[src/rtl/hrs_pkg.sv]
package hrs_pkg;

    typedef enum logic [2:0] {
        ST_IDLE  = 3'd0,
        ST_HOLD  = 3'd1,
        ST_OFF   = 3'd2,
        ST_RECOV = 3'd3,
        ST_ON    = 3'd4,
        ST_CAPS  = 3'd5
    } hrs_state_e;

    typedef struct packed {
        logic vbus;
        logic vconn;
        logic rp;
    } supply_t;

    // supplies are only dropped while discharging or recovering
    function automatic supply_t supply_for(hrs_state_e st);
        supply_t s;
        logic    on;
        on      = !(st == ST_OFF || st == ST_RECOV);
        s.vbus  = on;
        s.vconn = on;
        s.rp    = on;
        return s;
    endfunction

    // true on the tick that completes a window of lim ticks
    function automatic logic window_end(input int unsigned cnt, input logic tick,
                                        input int unsigned lim);
        return tick && (cnt == lim - 1);
    endfunction

endpackage

[src/rtl/hrs_timer.sv]
module hrs_timer #(
    parameter int CNT_W = 11
) (
    input  logic             clk,
    input  logic             rst,
    input  logic             clr,
    input  logic             tick,
    output logic [CNT_W-1:0] cnt
);
    always_ff @(posedge clk) begin
        if (rst || clr)
            cnt <= '0;
        else if (tick)
            cnt <= cnt + 1'b1;
    end
endmodule

[src/rtl/hrs_fsm.sv]
module hrs_fsm
    import hrs_pkg::*;
#(
    parameter int CNT_W         = 11,
    parameter int HOLD_MS       = 30,
    parameter int SAFE0_MAX_MS  = 650,
    parameter int RECOVER_MS    = 800,
    parameter int TURNON_MAX_MS = 275
) (
    input  logic             clk,
    input  logic             rst,
    input  logic             tick,
    input  logic             hr_pulse,
    input  logic             safe0,
    input  logic             safe5,
    input  logic [CNT_W-1:0] cnt,
    output logic             cnt_clr,
    output hrs_state_e       state,
    output logic             done,
    output logic             fault
);
    localparam int unsigned FALLBACK_MS = SAFE0_MAX_MS + RECOVER_MS;

    hrs_state_e  state_n;
    logic        timeout_on;
    int unsigned cnt_i;

    assign cnt_i = int'(cnt);

    always_comb begin
        state_n    = state;
        timeout_on = 1'b0;
        unique case (state)
            ST_IDLE:  ;
            ST_HOLD:  if (window_end(cnt_i, tick, HOLD_MS)) state_n = ST_OFF;
            ST_OFF: begin
                if (safe0)
                    state_n = ST_RECOV;
                else if (window_end(cnt_i, tick, FALLBACK_MS))
                    state_n = ST_ON;
            end
            ST_RECOV: if (window_end(cnt_i, tick, RECOVER_MS)) state_n = ST_ON;
            ST_ON: begin
                if (safe5)
                    state_n = ST_CAPS;
                else if (window_end(cnt_i, tick, TURNON_MAX_MS)) begin
                    state_n    = ST_IDLE;
                    timeout_on = 1'b1;
                end
            end
            ST_CAPS:  state_n = ST_IDLE;
            default:  state_n = ST_IDLE;
        endcase
        if (hr_pulse) begin
            state_n    = ST_HOLD;
            timeout_on = 1'b0;
        end
    end

    assign cnt_clr = hr_pulse || (state_n != state);

    always_ff @(posedge clk) begin
        if (rst) begin
            state <= ST_IDLE;
            done  <= 1'b0;
            fault <= 1'b0;
        end else begin
            state <= state_n;
            done  <= (state == ST_CAPS) && !hr_pulse;
            if (hr_pulse)
                fault <= 1'b0;
            else if (timeout_on)
                fault <= 1'b1;
        end
    end
endmodule

[src/rtl/hrs_outdec.sv]
module hrs_outdec
    import hrs_pkg::*;
(
    input  hrs_state_e state,
    output supply_t    sup,
    output logic       caps_req
);
    assign sup      = supply_for(state);
    assign caps_req = (state == ST_CAPS);
endmodule

[src/rtl/src_hr_seq.sv]
module src_hr_seq
    import hrs_pkg::*;
#(
    parameter int HOLD_MS       = 30,
    parameter int SAFE0_MAX_MS  = 650,
    parameter int RECOVER_MS    = 800,
    parameter int TURNON_MAX_MS = 275
) (
    input  logic clk,
    input  logic rst,
    input  logic ms_tick,
    input  logic hard_reset_rx,
    input  logic vbus_safe0,
    input  logic vbus_safe5,
    output logic vbus_en,
    output logic vconn_en,
    output logic vconn_rp_en,
    output logic src_caps_req,
    output logic seq_done,
    output logic seq_fault
);
    localparam int MAX_WIN = SAFE0_MAX_MS + RECOVER_MS;
    localparam int CNT_W   = $clog2(MAX_WIN + 1);

    logic [CNT_W-1:0] cnt;
    logic             cnt_clr;
    hrs_state_e       state;
    supply_t          sup;

    hrs_timer #(.CNT_W(CNT_W)) u_timer (
        .clk  (clk),
        .rst  (rst),
        .clr  (cnt_clr),
        .tick (ms_tick),
        .cnt  (cnt)
    );

    hrs_fsm #(
        .CNT_W        (CNT_W),
        .HOLD_MS      (HOLD_MS),
        .SAFE0_MAX_MS (SAFE0_MAX_MS),
        .RECOVER_MS   (RECOVER_MS),
        .TURNON_MAX_MS(TURNON_MAX_MS)
    ) u_fsm (
        .clk      (clk),
        .rst      (rst),
        .tick     (ms_tick),
        .hr_pulse (hard_reset_rx),
        .safe0    (vbus_safe0),
        .safe5    (vbus_safe5),
        .cnt      (cnt),
        .cnt_clr  (cnt_clr),
        .state    (state),
        .done     (seq_done),
        .fault    (seq_fault)
    );

    hrs_outdec u_outdec (
        .state    (state),
        .sup      (sup),
        .caps_req (src_caps_req)
    );

    assign vbus_en     = sup.vbus;
    assign vconn_en    = sup.vconn;
    assign vconn_rp_en = sup.rp;
endmodule

[config.mk]
export PLATFORM = sky130hd
export DESIGN_NAME = src_hr_seq
export DESIGN_NICKNAME = d
export VERILOG_FILES = /design/src/rtl/hrs_pkg.sv /design/src/rtl/hrs_timer.sv /design/src/rtl/hrs_fsm.sv /design/src/rtl/hrs_outdec.sv /design/src/rtl/src_hr_seq.sv
export SDC_FILE = /design/constraint.sdc
export NUM_CORES = 1
export LEC_CHECK = 0
export CORE_MARGIN = 3
export CORE_UTILIZATION = 48
export CTS_CLUSTER_DIAMETER = 50
export DETAILED_ROUTE_END_ITERATION = 8
export PLACE_DENSITY = 0.72
export SETUP_SLACK_MARGIN = 0.2
export SLEW_MARGIN = 20
export SYNTH_ARGS = -nofsm -noshare
export SYNTH_HDL_FRONTEND = slang
export SYNTH_SLANG_ARGS = --single-unit
[constraint.sdc]
create_clock -name clk -period 2.1 [get_ports clk]
set_input_delay 0.21 -clock clk [delete_from_list [all_inputs] [get_ports clk]]
set_output_delay 0.21 -clock clk [all_outputs]
set_load 0.02 [all_outputs]
Word-level counts from Yosys, hierarchy flattened --
Index checks and enable logic that the tools add are counted.
Operators by class: mux-type cells 12, add/subtract/negate cells 1, equality and inequality tests 10, reductions and logical operators 12
Operators with widths (number):
- 3-bit two-way mux | 7
- 3-bit one-hot mux with 5 select lines | 1
- 11-bit by 1-bit adder with 11-bit output, second input constant | 1
- 11-bit by 10-bit equality test with 1-bit output, second input constant | 1
- 11-bit equality test, second input constant | 1
- 11-bit by 5-bit equality test with 1-bit output, second input constant | 1
- 11-bit by 9-bit equality test with 1-bit output, second input constant | 1
- 3-bit by 2-bit equality test with 1-bit output, second input constant | 2
- 3-bit equality test, second input constant | 2
- 1-bit logical AND | 5
- 1-bit two-way mux | 4
- 3-bit by 1-bit equality test with 1-bit output, second input constant | 1
- 3-bit zero test | 1
- 1-bit logical OR | 3
- 3-bit inequality test | 1
- 1-bit zero test | 2
- 2-bit OR reduction | 1
Word-level totals: input port bits 6, logic and storage cells 39, register bits 16, output and inout port bits 6

Logic depth before layout (Yosys ltp) --
Gate-level depths: netlist (run 1).
word-level depth 9, mapped depth 7, depth with buffers taken out 7

Modules after synthesis --
From an unflattened synthesis (run 1), not the netlist that was laid out.
Second synthesis, totals: cells, all modules 115, area, all modules 999.7 sq um
By module, submodules not included:
- hrs_timer | area each 525.5 sq um, instances 1, cells each 57
- hrs_fsm | area each 444.2 sq um, instances 1, cells each 54
- hrs_outdec | area each 30.0 sq um, instances 1, cells each 4

Least setup slack after synthesis (run 1) --
No wires, ideal clock.
path kind reg-to-reg, from register u_timer.cnt[3], to register u_timer.cnt[5], stages on the path, launching flop included 7, setup time 129 ps, setup slack -84 ps, clock period less this slack 2184 ps, data arrival time 2054 ps, required time 1971 ps, cell sequence dfxtp_1 -> buf_6 -> or4b_1 -> or4_4 -> a221oi_2 -> nor3b_4 -> nor4b_1
On the way: word-level cells in the longest chain between the ends 9, elaborated cells between the ends (all ways) 20
RTL lines:
- start, declared | line hrs_timer.sv:8 | output logic [CNT_W-1:0] cnt
- start signal, assigned | line hrs_timer.sv:14 | cnt <= cnt + 1'b1;
- 11-bit by 9-bit equality test with 1-bit output or 11-bit equality test (tied branches) | line hrs_pkg.sv:32 | return tick && (cnt == lim - 1);
- 1-bit logical AND | line hrs_pkg.sv:32
- 3-bit two-way mux, on equally long branches | line hrs_fsm.sv:46, hrs_fsm.sv:39
- 3-bit two-way mux, on equally long branches | line hrs_fsm.sv:44, hrs_fsm.sv:37
- 3-bit one-hot mux with 5 select lines | line hrs_fsm.sv:33 | unique case (state)
- 3-bit two-way mux | line hrs_fsm.sv:54 | if (hr_pulse) begin
- 3-bit inequality test | line hrs_fsm.sv:60 | assign cnt_clr = hr_pulse || (state_n != state);
- 1-bit logical OR | line hrs_fsm.sv:60
- 1-bit logical OR | line hrs_timer.sv:11 | if (rst || clr)
Parallel ways exist; a longest one is shown, timed or not. A chain may end at the register's enable or synchronous reset.

Final worst setup path (run 1) --
from register u_timer.cnt[10], to register u_timer.cnt[1]
On the way: word-level cells in the longest chain between the ends 9, elaborated cells between the ends (all ways) 19
RTL lines (line):
- 11-bit by 9-bit equality test with 1-bit output or 11-bit equality test (tied branches) | hrs_pkg.sv:32
- 1-bit logical AND | hrs_pkg.sv:32
- 3-bit two-way mux, on equally long branches | hrs_fsm.sv:46, hrs_fsm.sv:39
- 3-bit two-way mux, on equally long branches | hrs_fsm.sv:44, hrs_fsm.sv:37
- 3-bit one-hot mux with 5 select lines * | hrs_fsm.sv:33
- 3-bit two-way mux * | hrs_fsm.sv:54
- 3-bit inequality test * | hrs_fsm.sv:60
- 1-bit logical OR * | hrs_fsm.sv:60
- 1-bit logical OR * | hrs_timer.sv:11
Every way passes the cells marked *; elsewhere a longest branch is shown, timed or not.

==> impl_metrics.csv, run 1 <==
group,metric,value,unit
worst_hold_path,hold_path_class,"reg -> reg",
finish,syn_to_final_growth,34.9,%
sta,worst_slew_pin_slew,431,ps
worst_setup_path,crit_chain,"or4b_4, or4_4, a221oi_4, nor3b_4, buf_6, nor3_2",
synthesis,async_flop_share,0,%
global_route,grt-ovfl-total,0,
route,vias,977,
route,viasPerCell,5.78,
power,cellLeakagePower,0.462,nW
route,drtIter0Drc,28,
sta,period_share,105,%
clocking,cts-hold-fix-buffers,0,
worst_setup_path,crit_family,"simple AND/OR/NAND/NOR gates",
floorplanning,row_count,15,
worst_setup_path,cp_max_fo,6,
synthesis,synth_edf_count,0,
worst_setup_path,r2r_slack,-110,ps
sta,finalHoldWorstSlack,525,ps
clocking,cts_sinks,16,
run_status,outcome,"finished, violations left",
clocking,cts_buffer_depth,2,
global_route,track_usage,22.9,%
worst_setup_path,arrival,2400,ps
power,p_per_area,434,nW/um^2
route,drt_pre_antenna_iters,4,
clocking,cts-root-buf,"clkbuf_4",
worst_setup_path,r2r-end,"u_timer.cnt[1]",
worst_setup_path,path_depth,6,
clocking,cts_buffers,3,
global_route,grt_pass1_wl,4400,microns
clocking,clk_pin_slew,100,ps
worst_setup_path,critPathKind,"reg -> reg",
worst_setup_path,cpMaxStageDelayCell,"or4b_4",
sta,fin_ws,-110,ps
floorplanning,boundaryPins,12,
sta,rsz0062_at_grt,"yes",
worst_hold_path,hold_start,"u_fsm.fault",
global_route,grt_antenna_before_repair,0,
floorplanning,start_util,54.2,%
worst_setup_path,cp_slowest_stage_delay,550,ps
clocking,clk_latency,300,ps
synthesis,synthTopCellsByCount,"16 x dfxtp_1, 14 x nor2_1, 11 x nand2_1",
synthesis,yosysSeqAreaShare,32.1,%
synthesis,ys_ff_latch,16,
placed_design,io_buffers,11,
sta,finalSetupViolCount,6,
global_route,grt_pass1_vias,951,
job,max_cap_viol_count,0,
placed_design,gp_congestion,0.927,
worst_setup_path,timing.rr.start,"u_timer.cnt[10]",
floorplanning,die-area,2660,sq um
worst_setup_path,required,2290,ps
floorplanning,die_x,51.6,microns
sta,slew_headroom,71.1,%
run_status,violations,"setup timing",
worst_setup_path,crit_buf_inv,1,
clocking,cts_tree,"done",
synthesis,ys.flop_type,"dfxtp_1",
route,wl,2690,microns
power,ir_worst_vdd,0.436,mV
floorplanning,core,1840,sq um
worst_setup_path,worstSetupStartpoint,"u_timer.cnt[10]",
synthesis,yosysTopAreaCell,"dfxtp_1",
route,ant_nets,0,
synthesis,synth_top_area_share,32.1,%
worst_setup_path,r2r.worst_path.cells,6,
synthesis,synth_area_per_cell,8.52,sq um
sta,period_needed,2210,ps
placed_design,dpl_cell_area,1200,sq um
synthesis,synth_cells,117,
worst_setup_path,start_kind,"register",
finish,nFillCells,149,
floorplanning,die_h,51.6,microns
synthesis,synth_nets,126,
finish,drive_gt1_share,31.9,%
worst_hold_path,hold_end,"u_fsm.fault",
sta,slew_violations,0,
worst_hold_path,min_path_cells,2,
global_route,grt_max_degree,13,
synthesis,synthTopCellsByArea,"dfxtp_1 32%, nor2_1 5.3%, xnor2_1 4.4%",
synthesis,synth_area,997,sq um
clocking,htree_levels,1,
route,route.detailed.drc,0,
sta,worst_clock_skew,8.14,ps
finish,fin_nets,154,
finish,antenna_cells,0,
route,post_drt_wl_per_cell,15.9,microns
synthesis,yosysMostFrequentCell,"dfxtp_1",
finish,multi_input_area,676,sq um
finish,fin_area,1350,sq um
sta,fmax,453,MHz
worst_setup_path,endpoint_kind,"register",
synthesis,synth.distinct_cells,38,
placed_design,place_hpwl,2040,microns
finish,regArea,324,sq um
sta,hold_violations,0,
synthesis,yosysWarnings,0,
## layout by cell type, fill, tap and decap left out, drive strengths merged, types with 4 or more instances in the layout
cell type and instances:
nor2 14, clkbuf 4, o21ai 4, clkdlybuf4s50 7, dfxtp 16, nand2 11
nor4 4, buf 19, or3b 4, nor3 6, xor2 5, inv 4
nand4 4, xnor2 5
## sequential cells by signal (all words and copies together) (netlist names)
register     cells
u_fsm.state      3
u_timer.cnt     11
u_fsm.fault      1
u_fsm.done       1
## worst max-delay path by stage
stage               slack (ps)              to
finish                    -110  u_timer.cnt[1]
global route              -180  u_timer.cnt[5]
CTS                       -100  u_timer.cnt[5]
detailed placement        -180  u_timer.cnt[1]
global placement           -80  u_timer.cnt[5]
floorplan                   50  u_timer.cnt[5]
## kinds of logic (layout without fill, tap and decap cells)
family,count (synthesis),count (layout),synth area share [%]
adders and majority gates,3,3,3.76
buffers and inverters,11,38,8.15
and+or+nand+nor,64,64,38.4
xor gates and xnor gates,10,10,8.78
DFF,16,16,32.1
AOI/OAI and AO/OA,13,13,8.78
## area by class of cell
class / count / area share (%)
Clock buffer: 4 / 2.70
Inverter: 4 / 1.12
Multi-Input combinational cell: 90 / 50.2
Sequential cell: 16 / 24.1
Tap cell: 25 / 2.33
Timing Repair Buffer: 30 / 19.5
## what timing repair did
| action | CTS | global route |
|---|---|---|
| buffers inserted | 1 | 1 |
| pin swaps | 3 | 1 |
| endpoints found under the setup margin | 14 | 17 |
| hold endpoints to repair | 0 | 0 |
| gates resized for setup | 7 | 12 |
## worst reg2reg max path, stage by stage, from the launching register on
cell	delay (ps)
dfxtp_2	350
or4b_4	560
or4_4	460
a221oi_4	320
nor3b_4	220
buf_6	150
nor3_2	50
## routing by layer
layer  GRT usage, %  up-vias  share of wire (%)
met5              0        -                  0
met2           36.2       40                 46
met1           27.1      450                 43
li1               -      473                  -
met3           8.31       14                7.1
met4           11.8        0                3.5
## power breakdown
group	internal [mW]	switching [mW]
combinational	0.0275	0.0303
clock	0.106	0.110
sequential	0.307	0.00408
total	0.440	0.144
## per-stage QoR
step                total power, mW  setup slack (ps)  util (%)  setup TNS (ps)  instances
finish                        0.584              -110      73.1            -616        169
global route                  0.602              -183      73.1           -1040        169
CTS                           0.576             -97.0      69.5            -480        168
detailed placement            0.369              -183      65.5           -1650        163
global placement              0.366             -82.4      65.5            -626        163
floorplan                     0.345              49.1         -               0        117
(Power assumes the default switching activity.)
==> run 2: changes to the inputs <==
--- a/config.mk
+++ b/config.mk
@@ -6,10 +6,11 @@
 export NUM_CORES = 1
 export LEC_CHECK = 0
 export CORE_MARGIN = 3
-export CORE_UTILIZATION = 48
+export CORE_UTILIZATION = 54
 export CTS_CLUSTER_DIAMETER = 50
 export DETAILED_ROUTE_END_ITERATION = 8
-export PLACE_DENSITY = 0.72
+export PLACE_DENSITY = 0.77
+export RECOVER_POWER = 100
 export SETUP_SLACK_MARGIN = 0.2
 export SLEW_MARGIN = 20
 export SYNTH_ARGS = -nofsm -noshare
==> constraint.sdc (replaced) <==
create_clock -name clk -period 2.4 [get_ports clk]
set_input_delay 0.24 -clock clk [delete_from_list [all_inputs] [get_ports clk]]
set_output_delay 0.24 -clock clk [all_outputs]
set_load 0.02 [all_outputs]
==> run 2 against run 1 <==
The run now ends clean. Non-clock buffer count down 7. Register-to-register slack improved by 260 ps. Clock-buffer cell count unchanged. Via count shrank 4.3%. Sequential share of layout area increased by 1.9 points. Utilization increased by 3.3 points. Critical path type unchanged.
==> impl_metrics.csv, run 2 (synthesis gave the netlist of run 1 again) <==
group,metric,value,unit
clocking,clk_latency,290,ps
finish,drive_gt1_share,19.7,%
sta,worst_clock_skew,5.68,ps
finish,instances_no_fill,161,
global_route,grt_antenna_before_repair,0,
clocking,cts_tree,"done",
finish,final_cell_mix,"16 x dfxtp_1, 14 x nor2_1, 11 x nand2_1, 7 x buf_4, 6 x nor3_1",
worst_hold_path,hold_end,"u_fsm.fault",
placed_design,io_buffers,11,
worst_setup_path,r2r-end,"u_timer.cnt[2]",
global_route,grt_pass1_vias,906,
worst_setup_path,cp_slowest_stage_delay,550,ps
finish,antenna_cells,0,
placed_design,place_hpwl,1670,microns
finish,final_common_cell,"dfxtp_1",
sta,hold_violations,0,
floorplanning,core,1610,sq um
power,cellLeakagePower,0.393,nW
worst_setup_path,r2r_slack,150,ps
route,route.detailed.drc,0,
sta,period_needed,2250,ps
global_route,track_usage,21.6,%
worst_setup_path,required,2570,ps
clocking,cts_buffers,3,
sta,worst_slew_pin_slew,426,ps
placed_design,placed_cells,153,
sta,tns,0,ps
finish,fin_nets,147,
route,viasPerCell,5.81,
route,ant_nets,0,
floorplanning,die_x,49.0,microns
clocking,clk_pin_slew,100,ps
route,drtIter0Drc,49,
floorplanning,row_count,14,
worst_setup_path,endpoint_kind,"register",
worst_setup_path,cpMaxStageDelayCell,"or4b_4",
finish,max_flop_register,"u_timer.cnt",
sta,slew_headroom,71.5,%
floorplanning,die_h,49.0,microns
clocking,cts_buffer_depth,2,
sta,rsz0062_at_grt,"yes",
power,seq_power_share,54.7,%
power,power_frac_comb,9.1,%
sta,slew_violations,0,
route,drt_pre_antenna_iters,4,
placed_design,gp_congestion,0.908,
power,power,496,uW
power,p_per_area,403,nW/um^2
global_route,grt_max_degree,14,
power,internal-power,382,uW
worst_setup_path,crit_chain,"or4b_4, or4_4, a221oi_4, nor3b_2, buf_6, nor3_1",
run_status,outcome,"finished clean",
worst_hold_path,hold_start,"u_fsm.fault",
finish,nFillCells,131,
finish,reg_top3,"u_timer.cnt x11, u_fsm.state x3",
clocking,cts_sinks,16,
clocking,cts-root-buf,"clkbuf_4",
global_route,grt_pass1_wl,4150,microns
worst_setup_path,arrival,2420,ps
worst_setup_path,r2r.worst_path.cells,6,
route,vias,935,
worst_hold_path,hold_path_class,"reg -> reg",
floorplanning,boundaryPins,12,
sta,fin_ws,154,ps
route,post_drt_wl_per_cell,15.6,microns
worst_setup_path,cp_max_fo,3,
job,max_cap_viol_count,0,
route,wl,2510,microns
clocking,cts-hold-fix-buffers,0,
power,p_sw_share,23.0,%
worst_setup_path,start_kind,"register",
sta,period_share,93.6,%
floorplanning,start_util,61.9,%
global_route,grt-ovfl-total,0,
clocking,htree_levels,1,
floorplanning,die-area,2400,sq um
finish,syn_to_final_growth,23.6,%
sta,fmax,445,MHz
placed_design,dpl_worst_slack,51.3,ps
finish,largest_register_ffs,11,
power,p_clk_share,36.2,%
power,ir_worst_vdd,0.502,mV
sta,finalSetupViolCount,0,
worst_hold_path,min_path_cells,2,
power,power_switching,114,uW
worst_setup_path,critPathKind,"reg -> reg",
worst_setup_path,timing.rr.start,"u_timer.cnt[10]",
run 2: final cells by class:
cell class                      instances  area (sq um)  share of cell area [%]
Timing Repair Buffer                   23           190                    15.4
Sequential cell                        16           320                    26.0
Inverter                                4          15.0                    1.22
Multi-Input combinational cell         90           641                    52.0
Tap cell                               24          30.0                    2.44
Clock buffer                            4          36.3                    2.94
run 2: per-stage QoR:
stage | instance area (sq um) | hold slack [ps] | util [%]
after global routing | 1230 | 579 | 76.5
after detailed placement | 1130 | 516 | 70.2
final | 1230 | 518 | 76.5
after CTS | 1210 | 533 | 75.2
after floorplan | 997 | 309 | -
after global placement | 1130 | 499 | 70.2
run 2: critical path, delay by kind of cell, from the launching register on:
kind,cells,cell delay [ps]
buffers and inverters,1,150
AND/OR/NAND/NOR,4,1360
AO/OA/AOI/OAI,1,290
flip-flops,1,320
run 2: worst max-delay path by stage:
stage	to	depth (start not counted)	slack [ps]	startpoint
CTS	u_timer.cnt[2]	6	200	u_timer.cnt[10]
detailed placement	u_timer.cnt[0]	6	50	ms_tick
floorplan	u_timer.cnt[5]	6	220	u_timer.cnt[3]
global route	u_timer.cnt[7]	6	90	u_timer.cnt[10]
global placement	u_timer.cnt[1]	5	100	u_timer.cnt[10]
finish	u_timer.cnt[2]	6	150	u_timer.cnt[10]
run 2: power groups by stage:
stage          clock network (mW)  registers, mW  logic [mW]
3_5_place_dp                    0          0.278      0.0406
3_3_place_gp                    0          0.277      0.0392
5_1_grt                     0.193          0.272      0.0500
2_1_floorplan                   0          0.277      0.0248
6_report                    0.180          0.272      0.0450
4_1_cts                     0.185          0.271      0.0427
run 2: metal layers:
metal | part of all wire (%) | vias to the layer above | GRT usage (%)
met2 | 46 | 40 | 33.5
li1 | - | 459 | -
met3 | 8.1 | 4 | 7.03
met1 | 45 | 432 | 29.0
met4 | 1.0 | 0 | 4.74
met5 | 0 | - | 0
run 2: repair_timing:
| action | 4_1_cts | 5_1_grt |
|---|---|---|
| hold endpoints to repair | 0 | 0 |
| cloned | 0 | 0 |
| pin swaps | 2 | 2 |
| buffers inserted | 3 | 1 |
| resized for setup | 5 | 8 |
| endpoints found under the setup margin | 6 | 12 |
==> run 3: changes to the inputs <==
--- a/config.mk
+++ b/config.mk
@@ -5,11 +5,12 @@
 export SDC_FILE = /design/constraint.sdc
 export NUM_CORES = 1
 export LEC_CHECK = 0
+export CAP_MARGIN = 0
 export CORE_MARGIN = 3
 export CORE_UTILIZATION = 54
 export CTS_CLUSTER_DIAMETER = 50
 export DETAILED_ROUTE_END_ITERATION = 8
-export PLACE_DENSITY = 0.77
+export PLACE_DENSITY = 0.88
 export RECOVER_POWER = 100
 export SETUP_SLACK_MARGIN = 0.2
 export SLEW_MARGIN = 20
==> run 3 against run 2 <==
Via count increased by 4.1%. Flip-flop and latch count unchanged. Cell count shrank 1.2%. Sequential share of layout area up 0.82 points. Design area is 3.0% lower. Global-route usage increased by 2.0 points. Worst hold slack gained 22 ps. Critical path depth is the same. Combinational power fell by 8.4%. Clock skew fell by 4.3 ps. Clock power is essentially flat. Largest cell class unchanged.
==> impl_metrics.csv, run 3 (synthesis gave the netlist of run 1 again) <==
group,metric,value,unit
route,drt_pre_antenna_iters,4,
worst_setup_path,cpMaxStageDelayCell,"or4b_2",
finish,reg_top3,"u_timer.cnt x11, u_fsm.state x3",
sta,slew_violations,0,
sta,fin_ws,187,ps
global_route,grt_pass1_vias,928,
global_route,grt_max_degree,13,
worst_setup_path,r2r_slack,190,ps
finish,drive_gt1_share,18.5,%
finish,antenna_cells,0,
floorplanning,die_h,49.0,microns
job,max_cap_viol_count,0,
sta,slew_headroom,69.2,%
route,post_drt_wl_per_cell,16.2,microns
sta,tns,0,ps
global_route,grt_pass1_wl,4400,microns
placed_design,place_hpwl,1910,microns
clocking,clk_latency,290,ps
worst_hold_path,hold_start,"u_fsm.fault",
global_route,track_usage,23.6,%
route,wl,2570,microns
worst_setup_path,crit_chain,"clkbuf_1, or4b_2, nor4_1, a211oi_1, nand2_1, nor2_1",
sta,period_needed,2210,ps
sta,finalHoldWorstSlack,540,ps
sta,period_share,92.2,%
worst_setup_path,arrival,2390,ps
sta,worst_clock_skew,1.35,ps
placed_design,io_buffers,11,
clocking,cts_tree,"done",
route,route.detailed.drc,0,
clocking,cts_buffer_depth,2,
global_route,grt-ovfl-total,0,
route,viasPerCell,6.12,
floorplanning,boundaryPins,12,
power,p_sw_share,23.0,%
worst_setup_path,cp_slowest_stage_delay,700,ps
finish,max_flop_register,"u_timer.cnt",
worst_setup_path,endpoint_kind,"register",
route,drtIter0Drc,36,
power,internal-power,380,uW
clocking,cts-root-buf,"clkbuf_4",
sta,fmax,452,MHz
route,ant_nets,0,
global_route,grt_antenna_before_repair,0,
finish,syn_to_final_growth,19.8,%
power,power_switching,114,uW
placed_design,dpl_worst_slack,25.3,ps
finish,final_common_cell,"dfxtp_1",
clocking,clk_pin_slew,90,ps
sta,rsz0062_at_grt,"yes",
route,vias,973,
placed_design,dpl_cell_area,1140,sq um
worst_setup_path,required,2580,ps
clocking,cts_sinks,16,
finish,largest_register_ffs,11,
power,power,494,uW
sta,worst_slew_pin_slew,458,ps
worst_setup_path,r2r-end,"u_timer.cnt[9]",
power,p_clk_share,36.7,%
worst_hold_path,min_path_cells,2,
power,cellLeakagePower,0.400,nW
floorplanning,start_util,61.9,%
sta,hold_violations,0,
finish,fin_nets,145,
worst_setup_path,start_kind,"register",
floorplanning,die-area,2400,sq um
power,p_per_area,413,nW/um^2
worst_setup_path,r2r.worst_path.cells,6,
worst_setup_path,worstSetupStartpoint,"u_timer.cnt[10]",
worst_setup_path,timing.rr.start,"u_timer.cnt[10]",
clocking,cts_buffers,3,
clocking,htree_levels,1,
finish,final_cell_mix,"16 x dfxtp_1, 14 x nor2_1, 11 x nand2_1, 7 x buf_4",
floorplanning,row_count,14,
power,ir_worst_vdd,0.503,mV
power,seq_power_share,55.0,%
worst_hold_path,hold_path_class,"reg -> reg",
placed_design,gp_congestion,0.879,
worst_setup_path,cp_max_fo,8,
floorplanning,die_x,49.0,microns
worst_hold_path,hold_end,"u_fsm.fault",
clocking,cts-hold-fix-buffers,0,
worst_setup_path,critPathKind,"reg -> reg",
run_status,outcome,"finished clean",
power,power_frac_comb,8.3,%
floorplanning,core,1610,sq um
finish,fin_area,1190,sq um
sta,finalSetupViolCount,0,
-- run 3: worst max-delay path, delay by kind of cell, from the launching register on --
family | cells | cell delay, ps
AND/OR/NAND/NOR | 4 | 1470
flip-flops | 1 | 320
AO/OA/AOI/OAI | 1 | 170
buffers and inverters | 1 | 130
-- run 3: area by class of cell --
cell class	count	area, sq um
clock buffers	4	36.3
fillers	122	417
inverters	4	15.0
multi-input cells	90	612
flip-flops and latches	16	320
well taps	24	30.0
repair buffers	21	181
-- run 3: power by group through the flow --
stage          Clock [mW]  Combinational, mW  Sequential, mW
2_1_floorplan           0             0.0248           0.277
3_5_place_dp            0             0.0403           0.278
6_report            0.181             0.0412           0.271
4_1_cts             0.186             0.0408           0.271
3_3_place_gp            0             0.0382           0.277
5_1_grt             0.195             0.0460           0.272
-- run 3: layer usage --
layer | track usage (%) | routed length, microns
met1 | 28.0 | 1030
met4 | 8.53 | 31
met2 | 39.6 | 1320
met3 | 7.65 | 191
met5 | 0 | 0
-- run 3: worst max-delay path by stage --
| stage | end | slack [ps] | cells after the start |
|---|---|---|---|
| 5_1_grt | u_timer.cnt[0] | 130 | 6 |
| 2_1_floorplan | u_timer.cnt[5] | 220 | 6 |
| 3_5_place_dp | u_timer.cnt[5] | 30 | 6 |
| 6_report | u_timer.cnt[9] | 190 | 6 |
| 3_3_place_gp | u_timer.cnt[0] | 120 | 6 |
| 4_1_cts | u_timer.cnt[1] | 230 | 7 |
-- run 3: through the flow --
stage	utilization [%]	cells
3_5_place_dp	70.7	154
6_report	74.1	159
3_3_place_gp	70.7	154
2_1_floorplan	-	117
5_1_grt	74.1	159
4_1_cts	74.2	159
-- run 3: timing repair --
item,CTS,global route
buffers inserted,1,0
setup endpoints to repair,6,10
pin swaps,2,0
gates resized for setup,3,2
endpoints found under the hold margin,0,0
